--- src/rtl/gpio_port_pkg.sv ---
package gpio_port_pkg;

    localparam int LINES    = 8;
    localparam int MASK_LSB = 2;
    localparam int AW       = LINES + MASK_LSB + 1;

    typedef logic [LINES-1:0] pins_t;
    typedef logic [AW-1:0]    addr_t;

    localparam addr_t DIR_OFFSET = {1'b1, {(AW-1){1'b0}}};

    typedef enum logic [1:0] {
        ACC_DATA = 2'd0,
        ACC_DIR  = 2'd1,
        ACC_NONE = 2'd2
    } acc_kind_t;

    typedef struct packed {
        acc_kind_t kind;
        pins_t     mask;
    } acc_dec_t;

    function automatic acc_dec_t decode_addr(input addr_t a);
        acc_dec_t d;
        if (!a[AW-1]) begin
            d.kind = ACC_DATA;
            d.mask = a[LINES+MASK_LSB-1:MASK_LSB];
        end else if (a == DIR_OFFSET) begin
            d.kind = ACC_DIR;
            d.mask = '1;
        end else begin
            d.kind = ACC_NONE;
            d.mask = '0;
        end
        return d;
    endfunction

    function automatic pins_t merge_bits(input pins_t old_v, input pins_t new_v,
                                         input pins_t en);
        return (old_v & ~en) | (new_v & en);
    endfunction

endpackage

--- src/rtl/gpio_in_sync.sv ---
module gpio_in_sync #(
    parameter int WIDTH = gpio_port_pkg::LINES
) (
    input  logic             clk,
    input  logic             rst,
    input  logic [WIDTH-1:0] din,
    output logic [WIDTH-1:0] dout
);
    logic [WIDTH-1:0] stage1_q;
    logic [WIDTH-1:0] stage2_q;

    for (genvar i = 0; i < WIDTH; i++) begin : g_bit
        always_ff @(posedge clk) begin
            if (rst) begin
                stage1_q[i] <= 1'b0;
                stage2_q[i] <= 1'b0;
            end else begin
                stage1_q[i] <= din[i];
                stage2_q[i] <= stage1_q[i];
            end
        end
    end

    assign dout = stage2_q;

    // edges seen since reset, saturating at two
    logic [1:0] settle_q;
    always_ff @(posedge clk) begin
        if (rst)                 settle_q <= 2'd0;
        else if (settle_q != 2'd2) settle_q <= settle_q + 2'd1;
    end

    assert_sync_latency_R6: assert property (@(posedge clk) disable iff (rst)
        (settle_q == 2'd2) |-> (dout == $past(din, 2)));

    assert_sync_reset_R1: assert property (@(posedge clk)
        rst |=> (dout == '0));

endmodule

--- src/rtl/gpio_bus_decode.sv ---
module gpio_bus_decode
    import gpio_port_pkg::*;
(
    input  logic      bus_en,
    input  logic      bus_we,
    input  addr_t     bus_addr,
    output acc_dec_t  dec,
    output logic      data_wr,
    output logic      dir_wr,
    output logic      rd_en
);
    always_comb begin
        dec     = decode_addr(bus_addr);
        data_wr = bus_en && bus_we && (dec.kind == ACC_DATA);
        dir_wr  = bus_en && bus_we && (dec.kind == ACC_DIR);
        rd_en   = bus_en && !bus_we;
    end
endmodule

--- src/rtl/gpio_ctrl_regs.sv ---
module gpio_ctrl_regs
    import gpio_port_pkg::*;
(
    input  logic  clk,
    input  logic  rst,
    input  logic  data_wr,
    input  logic  dir_wr,
    input  pins_t mask,
    input  pins_t wdata,
    output pins_t dir_q,
    output pins_t out_q
);
    pins_t out_en;

    always_comb out_en = mask & dir_q;

    always_ff @(posedge clk) begin
        if (rst) begin
            dir_q <= '0;
            out_q <= '0;
        end else begin
            if (dir_wr)  dir_q <= wdata;
            if (data_wr) out_q <= merge_bits(out_q, wdata, out_en);
        end
    end

    assert_reset_clear_R1: assert property (@(posedge clk)
        rst |=> (dir_q == '0 && out_q == '0));

    assert_unmasked_hold_R2: assert property (@(posedge clk) disable iff (rst)
        data_wr |=> (((out_q ^ $past(out_q)) & ~$past(mask)) == '0));

    assert_input_pin_hold_R3: assert property (@(posedge clk) disable iff (rst)
        data_wr |=> (((out_q ^ $past(out_q)) & ~$past(dir_q)) == '0));

    assert_dir_load_R4: assert property (@(posedge clk) disable iff (rst)
        dir_wr |=> (dir_q == $past(wdata)));

    assert_idle_hold_R8: assert property (@(posedge clk) disable iff (rst)
        (!data_wr && !dir_wr) |=> ($stable(out_q) && $stable(dir_q)));

endmodule

--- src/rtl/gpio_masked_port.sv ---
module gpio_masked_port
    import gpio_port_pkg::*;
(
    input  logic          clk,
    input  logic          rst,
    input  logic          bus_en,
    input  logic          bus_we,
    input  logic [AW-1:0] bus_addr,
    input  logic [7:0]    bus_wdata,
    output logic [7:0]    bus_rdata,
    input  logic [7:0]    pad_in,
    output logic [7:0]    pad_out,
    output logic [7:0]    pad_oe
);
    acc_dec_t dec;
    logic     data_wr;
    logic     dir_wr;
    logic     rd_en;
    pins_t    dir_q;
    pins_t    out_q;
    pins_t    pin_sync;
    pins_t    pin_view;

    gpio_bus_decode u_dec (
        .bus_en   (bus_en),
        .bus_we   (bus_we),
        .bus_addr (bus_addr),
        .dec      (dec),
        .data_wr  (data_wr),
        .dir_wr   (dir_wr),
        .rd_en    (rd_en)
    );

    gpio_ctrl_regs u_regs (
        .clk     (clk),
        .rst     (rst),
        .data_wr (data_wr),
        .dir_wr  (dir_wr),
        .mask    (dec.mask),
        .wdata   (bus_wdata),
        .dir_q   (dir_q),
        .out_q   (out_q)
    );

    gpio_in_sync #(.WIDTH(LINES)) u_sync (
        .clk  (clk),
        .rst  (rst),
        .din  (pad_in),
        .dout (pin_sync)
    );

    always_comb begin
        pin_view = (dir_q & out_q) | (~dir_q & pin_sync);
        if (!rd_en) begin
            bus_rdata = '0;
        end else begin
            unique case (dec.kind)
                ACC_DATA: bus_rdata = pin_view & dec.mask;
                ACC_DIR:  bus_rdata = dir_q;
                default:  bus_rdata = '0;
            endcase
        end
    end

    assign pad_out = out_q;
    assign pad_oe  = dir_q;

    assert_read_unmasked_zero_R5: assert property (@(posedge clk) disable iff (rst)
        (rd_en && !bus_addr[AW-1]) |-> ((bus_rdata & ~bus_addr[LINES+MASK_LSB-1:MASK_LSB]) == '0));

    assert_hole_reads_zero_R7: assert property (@(posedge clk) disable iff (rst)
        (rd_en && bus_addr[AW-1] && bus_addr != DIR_OFFSET) |-> (bus_rdata == '0));

    assert_oe_follows_dir_R4: assert property (@(posedge clk) disable iff (rst)
        (rd_en && bus_addr == DIR_OFFSET) |-> (bus_rdata == pad_oe));

endmodule

--- config.mk ---
export PLATFORM = sky130hd
export DESIGN_NAME = gpio_masked_port
export DESIGN_NICKNAME = d
export VERILOG_FILES = /design/src/rtl/gpio_port_pkg.sv /design/src/rtl/gpio_in_sync.sv /design/src/rtl/gpio_bus_decode.sv /design/src/rtl/gpio_ctrl_regs.sv /design/src/rtl/gpio_masked_port.sv
export SDC_FILE = /design/constraint.sdc
export NUM_CORES = 1
export LEC_CHECK = 0
export ABC_AREA = 0
export CAP_MARGIN = 25
export CORE_UTILIZATION = 48
export CTS_BUF_LIST = sky130_fd_sc_hd__clkbuf_2 sky130_fd_sc_hd__clkbuf_4 sky130_fd_sc_hd__clkbuf_8
export DETAILED_ROUTE_END_ITERATION = 7
export HOLD_SLACK_MARGIN = 0.02
export PLACE_DENSITY = 0.83
export RECOVER_POWER = 100
export SYNTH_ARGS = -nofsm -noshare
export SYNTH_HDL_FRONTEND = slang
export SYNTH_HIERARCHICAL = 1
export SYNTH_SLANG_ARGS = --single-unit
--- constraint.sdc ---
create_clock -name clk -period 2.1 [get_ports clk]
set_input_delay 0.21 -clock clk [delete_from_list [all_inputs] [get_ports clk]]
set_output_delay 0.21 -clock clk [all_outputs]
set_load 0.02 [all_outputs]
==> metrics list, run 1 <==
- During synthesis, Yosys emitted a total of 6 warnings.
- Once detail routing completed, the nets flagged for antenna violations numbered 0.
- Share of cells above drive strength 1: 38.2%
- Maximum resistive drop on vdd: between 0.4 and 0.5 mV
* Post-route DRC: 0
- At the worst endpoint, the required time is 1.89 ns.
* Slew at the pin closest to its max-slew limit: between 0.7 and 0.8 ns
* Starting density of the core: between 50% and 60%
- Synthesis-stage register bit count: 32
- Syn Nets: roughly 200
* Count of nets after finishing: 277
- Traced cell by cell, the critical path runs through buf_6 -> or4b_4 -> buf_12 -> o32ai_4 -> nand4bb_4 -> o22ai_4 -> buf_6.
- The synthesized netlist occupies a cell area of roughly 1800 sq um.
- Combinational family with the most area after synthesis: simple AND/OR/NAND/NOR gates
- Summed over all cells, the static leakage comes to about 1.1 nW.
- The synthesized netlist devotes 0% of its cell area to adder and majority cells.
- Total wire length after detailed routing: about 5300 um
- Post-synthesis cell type count: 27
- The floorplan step set the die width to ~63 um.
- Standard cell area after detailed placement: roughly 2400 sq um
- The die covers ~3900 sq um.
- Worst path arrival time: around 1.9 ns
* Die height: about 63 um
* Vias per inst: between 5 and 6
* Crit start category: input pin
* Register-to-register setup slack: approximately 1.3 ns
- After synthesis, the share of flip-flops with an asynchronous set or reset is 0%.
* # clock sinks: 32
* Proportion of synthesized chip area in sequential cells: 36.3%
- Layout overhead on the synthesized area: 61.4%
- The number of antenna diodes in the final layout is 0.
* Overall power: 1.36 mW
* XOR/XNOR Fraction of Synth Area: 0%
* Number of standard-cell rows in the floorplan: 21
* Period minus WS final: 2.13 ns
- On the worst path, the slowest cell contributes a delay of 0.59 ns.
- In this run the tightest slew margin relative to its limit is between 50% and 60%.
* Worst min-delay path category: flop to flop
- At the end of routability-driven placement, the weighted congestion stood at slightly below 0.8.
- Post-route fraction of the period consumed by the critical path: 101%
- After layout, the worst setup slack is -0.0292 ns.
- The number of placed instances, taps included, is about 270.
- The critical path is of the input pin to primary output type.
* Average cell area after synthesis: between 10 and 15 sq um
- Total of max-cap violations: 0
* Violation count after the first detailed-route iteration: 84
* Total overflow reported by the global router: 0
- STA classifies the critical path endpoint as a primary output.
- The cell sitting at the root of the clock tree is a sky130_fd_sc_hd__clkbuf_8.
- The number of max-slew violations in the final report is 0.
- Worst-skew pair later-pin latency: 0.28 ns
* Detailed-route wire length per cell: ~18 um
- Number of antenna violations at the first check in global routing: 0
- Fin cells: a little under 300
* Vias in the first global route: approximately 1,700
* Maximum clock frequency: ~470 MHz
* CTS tree: yes
- During I/O placement, the number of pins put on the boundary was 55.
- For this design, the CTS-stage hold fixing added 0 buffers.
- Max FO, Critical Path: 5
- Setup violations remaining at the end of the flow were counted as 3.
* Routed vias: around 1,600
* Std-Cell Core Area: 3440 sq um
- Setup repair after global routing missed its margin: true
* Total number of H-tree levels: 2
- Combined global-route utilization of all metal layers: between 20 and 30%
- Clock-pin slew was measured on the worst setup and hold paths at roughly 0.06 ns.
* Setup_tns: -0.0476 ns
* Complex-gate fraction of the synthesized area: between 10% and 20%
- Counting stages on the worst path, the most repeated cell is sky130_fd_sc_hd__buf_6.
- HPWL reported at the end of detailed placement: between 3000 and 4000 um
- Buffers placed on the I/O ports in this run total 54.
* Power per cell area: 476 nW/um^2
* TritonCTS Buffers: 5
* Number of failing hold endpoints at the final stage: 0
- Critical-path top delay cell: sky130_fd_sc_hd__or4b_4
- Entering global routing, the biggest net connects 30 pins.
- Mapped Cells: between 150 and 200
* Fraction of synthesized area in multiplexers: just over 9%
- The pre-antenna-repair detailed-routing pass consisted of 4 iterations.
- Final cell area excluding filler cells: 2850 sq um
- Global-route wire length before repair: 8310 um
- Of the total synthesized cell area, the portion taken by AND, OR, NAND and NOR gates is between 30% and 40%.
* Failing checks: negative setup slack
- Longest Clk Path Bufs: 2
- Count of flip-flops with a built-in enable after synthesis: 0
- The run finished, with violations left.
- On the final layout, the worst clock skew is ~0.0073 ns.
- Synth Flop Type: sky130_fd_sc_hd__dfxtp_1
==> through the flow <==
stage,utilization (%),hold slack (ns),worst slack (ns)
finish,82.8,0.431,-0.0292
global route,82.8,0.458,-0.0766
CTS,81.5,0.434,-0.0130
detailed placement,71.0,0.427,-0.832
global placement,71.0,0.423,-0.756
floorplan,-,0.338,0.0919
==> Yosys cell counts (4+ instances only) <==
master | number | area share [%]
sky130_fd_sc_hd__mux2i_1 | 16 | 9.1
sky130_fd_sc_hd__nand4bb_2 | 5 | 4.6
sky130_fd_sc_hd__buf_6 | 6 | 3.8
sky130_fd_sc_hd__and2b_2 | 6 | 3.0
sky130_fd_sc_hd__dfxtp_1 | 32 | 36
sky130_fd_sc_hd__nor2_1 | 9 | 1.9
sky130_fd_sc_hd__nor2b_1 | 4 | 1.4
sky130_fd_sc_hd__o32ai_2 | 8 | 7.4
sky130_fd_sc_hd__inv_1 | 8 | 1.7
sky130_fd_sc_hd__a21oi_1 | 8 | 2.3
sky130_fd_sc_hd__nand2b_1 | 16 | 5.7
sky130_fd_sc_hd__nand3_1 | 8 | 2.3
sky130_fd_sc_hd__nor2b_2 | 7 | 3.5
sky130_fd_sc_hd__nand3b_1 | 8 | 3.4
sky130_fd_sc_hd__o22ai_2 | 8 | 5.7
==> cell type report <==
type,count,area (sq um)
Multi-Input combinational cell,114,1140
Timing Repair Buffer,85,886
Sequential cell,32,641
Fill cell,186,593
Clock buffer,7,96.3
Tap cell,46,57.6
Inverter,8,30.0
==> metal layers <==
layer | track usage, % | vias to the layer above | wire [um]
met5 | 0 | - | 0
met4 | 14.5 | 0 | 196
met3 | 5.29 | 18 | 254
met2 | 48.2 | 65 | 2690
met1 | 32.0 | 776 | 2170
li1 | - | 750 | -
==> power breakdown <==
group          internal [mW]  switching (mW)
clock network          0.291           0.212
logic                  0.129          0.0978
registers              0.621         0.00443
total                   1.04           0.314
==> worst max-delay path: cells and delay by family <==
family | cells | cell delay [ns]
buffers and inverters | 3 | 0.41
AOI/OAI and AO/OA | 2 | 0.55
and+or+nand+nor | 2 | 0.74
==> cell usage in the layout, fill, tap and decap left out, types with 2 or more instances in the layout <==
master / instances
sky130_fd_sc_hd__dfxtp_1: 32
sky130_fd_sc_hd__nor2_1: 9
sky130_fd_sc_hd__nor2b_2: 6
sky130_fd_sc_hd__mux2i_1: 16
sky130_fd_sc_hd__buf_6: 17
sky130_fd_sc_hd__buf_16: 3
sky130_fd_sc_hd__inv_1: 8
sky130_fd_sc_hd__nand3b_1: 8
sky130_fd_sc_hd__buf_4: 19
sky130_fd_sc_hd__buf_2: 2
sky130_fd_sc_hd__nand4bb_2: 4
sky130_fd_sc_hd__nand4bb_1: 3
sky130_fd_sc_hd__clkbuf_8: 7
sky130_fd_sc_hd__nand2b_1: 15
sky130_fd_sc_hd__and2b_2: 6
sky130_fd_sc_hd__clkbuf_2: 2
sky130_fd_sc_hd__a21oi_1: 7
sky130_fd_sc_hd__buf_12: 3
sky130_fd_sc_hd__clkdlybuf4s15_1: 3
sky130_fd_sc_hd__o22ai_2: 6
sky130_fd_sc_hd__nand3_1: 8
sky130_fd_sc_hd__clkdlybuf4s50_1: 24
sky130_fd_sc_hd__o32ai_4: 8
sky130_fd_sc_hd__dlygate4sd3_1: 11
sky130_fd_sc_hd__nor2b_1: 5
sky130_fd_sc_hd__o22ai_4: 2
==> repair_timing <==
| action | 4_1_cts | 5_1_grt |
|---|---|---|
| gates resized for setup | 104 | 10 |
| endpoints found under the setup margin | 8 | 8 |
| buffers inserted | 6 | 3 |
| gates cloned | 3 | 0 |
| pin swaps | 25 | 16 |
| hold endpoints to repair | 0 | 0 |
==> cell families after synthesis <==
kind of cell	count (synthesis)
buffers and inverters	20
and+or+nand+nor	73
muxes	16
AOI/OAI and AO/OA	25
DFF	32
==> worst paths after layout <==
kind,start,end,cells after the start
setup / recovery,bus_addr[3],bus_rdata[0],7
hold / removal,u_sync/stage1_q[1],u_sync/dout[1],1
setup reg to reg,u_regs/dir_q[0],flop,2
hold reg to reg,u_sync/stage1_q[1],u_sync/dout[1],1
No activity file was read; power rests on OpenSTA's default activity.
==> run 2: changes to the inputs <==
Settings changed: TNS_END_PERCENT from default to 10.
==> run 2 against run 1 <==
Compared with the run above: clock-buffer cell count is the same; critical path depth did not move; routed wire length decreased by 0.13%; total power about the same; hold slack worse by 0.00092 ns; sequential share of layout area rose by 0.14 points; final area shrank 0.61%; the flow still finishes with violations (negative setup slack).
==> metrics list, run 2 (same netlist as run 1, synthesis figures left out) <==
* Combined global-route utilization of all metal layers: 27.7% (unchanged)
* Worst path arrival time: 1.92 ns (about the same)
* CP cell instances: buf_6 -> or4b_4 -> buf_12 -> o32ai_4 -> nand4bb_4 -> o22ai_4 -> buf_6 (unchanged)
- Leading cell type in the layout, fill and taps excluded: sky130_fd_sc_hd__dfxtp_1 (unchanged)
* HPWL reported at the end of detailed placement: 3190 um (unchanged)
- The required time of the worst setup path came to 1.89 ns (about the same).
- Post-route fraction of the period consumed by the critical path: 101% (about the same)
- The total via count in the routed design came to 1,614 (was 1,609).
- The type of the worst min-delay path is flop to flop (unchanged).
- The number of buffers added by the clock tree synthesis step was 5 (unchanged).
- Post-route DRC: 0 (unchanged)
* Launch instance of the worst register-to-register path: u_regs/dir_q[0] (unchanged)
- Vias per inst: 5.55 (was 5.51)
- The worst setup slack for register-to-register paths is 1.26 ns (about the same).
- Final Setup Violations: 3 (unchanged)
* Count of nets after finishing: 276 (was 277)
* Std-Cell Core Area: 3440 sq um (unchanged)
* Clock transition at the registers of the reported paths: 0.07 ns (was 0.06 ns)
* Critical-path top delay cell: sky130_fd_sc_hd__or4b_4 (unchanged)
* Power per cell area: 478 nW/um^2 (was 476 nW/um^2)
- The upper clock frequency limit was 469 MHz (was 470 MHz).
* Worst Setup End Kind: primary output (unchanged)
- Count of nets left with antenna violations after detail routing: 0 (unchanged)
* Total overflow reported by the global router: 0 (unchanged)
- Cells on Worst Hold Path: 1 (unchanged)
- Clock network fraction of total power: 37.2% (was 37.1%)
* Count of pins on the block boundary: 55 (unchanged)
- The worst path setup slack after routing was -0.0300 ns (was -0.0292 ns).
- Worst-skew pair later-pin latency: 0.28 ns (about the same)
- The setup total negative slack was -0.0455 ns (was -0.0476 ns).
* Number of failing hold endpoints at the final stage: 0 (unchanged)
* Pre-Repair DR Iteration Count: 4 (unchanged)
- The share of cells above drive strength 1 was 38.0% (was 38.2%).
- The endpoint of the worst hold path was u_sync/dout[1] (unchanged).
- The launching element type of the critical path is an input pin (unchanged).
- Net Sw Frac: 23.2% (about the same)
* Hold wc startpoint: u_sync/stage1_q[1] (unchanged)
* Detailed-route wire length per cell: 18.2 um (about the same)
- Setup repair after global routing missed its margin: true (unchanged)
- Total of max-cap violations: 0 (unchanged)
- Final core area utilization: 82.3% (was 82.8%)
- The worst reg-to-reg path cell count was 2 (unchanged).
* CTS tree: yes (unchanged)
* Power dissipated by switching net loads: 0.314 mW (about the same)
- The number of max-slew violations in the final report came to 0 (unchanged).
* Global-route wire length before repair: 8310 um (unchanged)
* Maximum number of pins on one net before global-route repair: 30 (unchanged)
* Quantity of I/O buffers inserted on ports: 54 (unchanged)
* Die area: 3920 sq um (unchanged)
* Number of antenna violations at the first check in global routing: 0 (unchanged)
* Failing checks: negative setup slack (unchanged)
* Final clock skew: 0.00804 ns (was 0.00729 ns)
- Cells after DPL: 273 (unchanged)
- Maximum resistive drop on vdd: 0.483 mV (about the same)
* Starting density of the core: 51.3% (unchanged)
* Most used cell, CP: sky130_fd_sc_hd__buf_6 (unchanged)
* Horizontal die dimension: 62.6 um (unchanged)
- The largest incremental delay on the critical path came to 0.59 ns (about the same).
* Kind of critical path: input pin to primary output (unchanged)
- Violation count after the first detailed-route iteration: 61 (was 84)
* Layout overhead on the synthesized area: 60.4% (was 61.4%)
- Die height: 62.6 um (unchanged)
* Weighted congestion at the end of routability-driven global placement: 0.796 (unchanged)
- Most frequent cells in the layout: sky130_fd_sc_hd__dfxtp_1 (32), sky130_fd_sc_hd__clkdlybuf4s50_1 (24), sky130_fd_sc_hd__buf_4 (18) (was sky130_fd_sc_hd__dfxtp_1 (32), sky130_fd_sc_hd__clkdlybuf4s50_1 (24), sky130_fd_sc_hd__buf_4 (19)).
- Total wire length after detailed routing: 5310 um (was 5320 um)
- The cell-internal power came to 1.04 mW (about the same).
- The maximum fanout count along the critical path is 5 (unchanged).
- P_leak: 1.11 nW (about the same)
- The CTS H-tree depth came to 2 (unchanged).
- Status: finished, violations left (unchanged).
- The minimum clock period is 2.13 ns (about the same).
- The number of global-route vias before repair was 1,700 (unchanged).
- N_diodes: 0 (unchanged)
- The combinational power share came to 16.6% (was 16.7%).
- The clock sink count was 32 (unchanged).
* Fin cells: 291 (was 292)
- The slew of the pin with the lowest slew margin is 0.724 ns (was 0.728 ns).
- Seq pwr share: 46.2% (about the same)
* Longest Clk Path Bufs: 2 (unchanged)
- The number of standard-cell rows in the floorplan is 21 (unchanged).
- Cell at the root of the clock tree: sky130_fd_sc_hd__clkbuf_8 (unchanged)
- Worst slew margin relative to its limit: 51.6% (was 51.3%)
[run 2: per-stage QoR]
step	hold slack (ns)	instance area [sq um]	total power, mW	worst slack (ns)
CTS	0.434	2800	1.36	-0.0130
global placement	0.423	2440	0.809	-0.756
finish	0.430	2830	1.35	-0.0300
global route	0.458	2830	1.41	-0.0766
detailed placement	0.427	2440	0.815	-0.832
floorplan	0.338	1770	0.721	0.0919
[run 2: final cells by class]
cell class,instances,area [sq um]
clock buffers,7,96.3
fillers,195,611
inverters,8,30.0
multi-input cells,114,1130
flip-flops and latches,32,641
well taps,46,57.6
repair buffers,84,876
[run 2: layer usage]
metal	wire (um)	global-route usage (%)	share of wire [%]
met3	217	5.29	4.1
met5	0	0	0
met4	154	14.5	2.9
met1	2260	32.0	43
met2	2680	48.2	50
[run 2: what timing repair did]
action / CTS / global route
cloned: 3 / 0
endpoints found under the hold margin: 0 / 0
hold buffers: 0 / 0
buffers inserted: 6 / 2
setup endpoints to repair: 8 / 8
pin swaps: 25 / 11
resized for setup: 104 / 7
[run 2: power by group through the flow]
| stage | logic, mW | clock network, mW | registers, mW |
|---|---|---|---|
| 4_1_cts | 0.215 | 0.519 | 0.626 |
| 3_5_place_dp | 0.176 | 0 | 0.639 |
| 5_1_grt | 0.235 | 0.544 | 0.627 |
| 2_1_floorplan | 0.0831 | 0 | 0.638 |
| 3_3_place_gp | 0.170 | 0 | 0.639 |
| 6_report | 0.225 | 0.504 | 0.626 |
[run 2: how the worst max path moves through the flow]
stage                      startpoint      endpoint  slack (ns)  cells after the start
after floorplan           bus_addr[3]  bus_rdata[1]        0.09                      6
after global placement    bus_addr[5]  bus_rdata[1]       -0.76                      7
after detailed placement  bus_addr[5]  bus_rdata[0]       -0.83                      7
after CTS                 bus_addr[0]  bus_rdata[0]       -0.01                      7
after global routing      bus_addr[3]  bus_rdata[0]       -0.08                      7
final                     bus_addr[3]  bus_rdata[0]       -0.03                      7
[run 2: critical path, delay by kind of cell]
kind | cells | cell delay [ns]
AO/OA/AOI/OAI | 2 | 0.55
buffers and inverters | 3 | 0.41
AND/OR/NAND/NOR | 2 | 0.74
==> run 3: changes to the inputs <==
Settings changed: SLEW_MARGIN from default to 25.
==> results of run 3 <==
The final DEF is identical to that of run 2; final timing and power are the same.
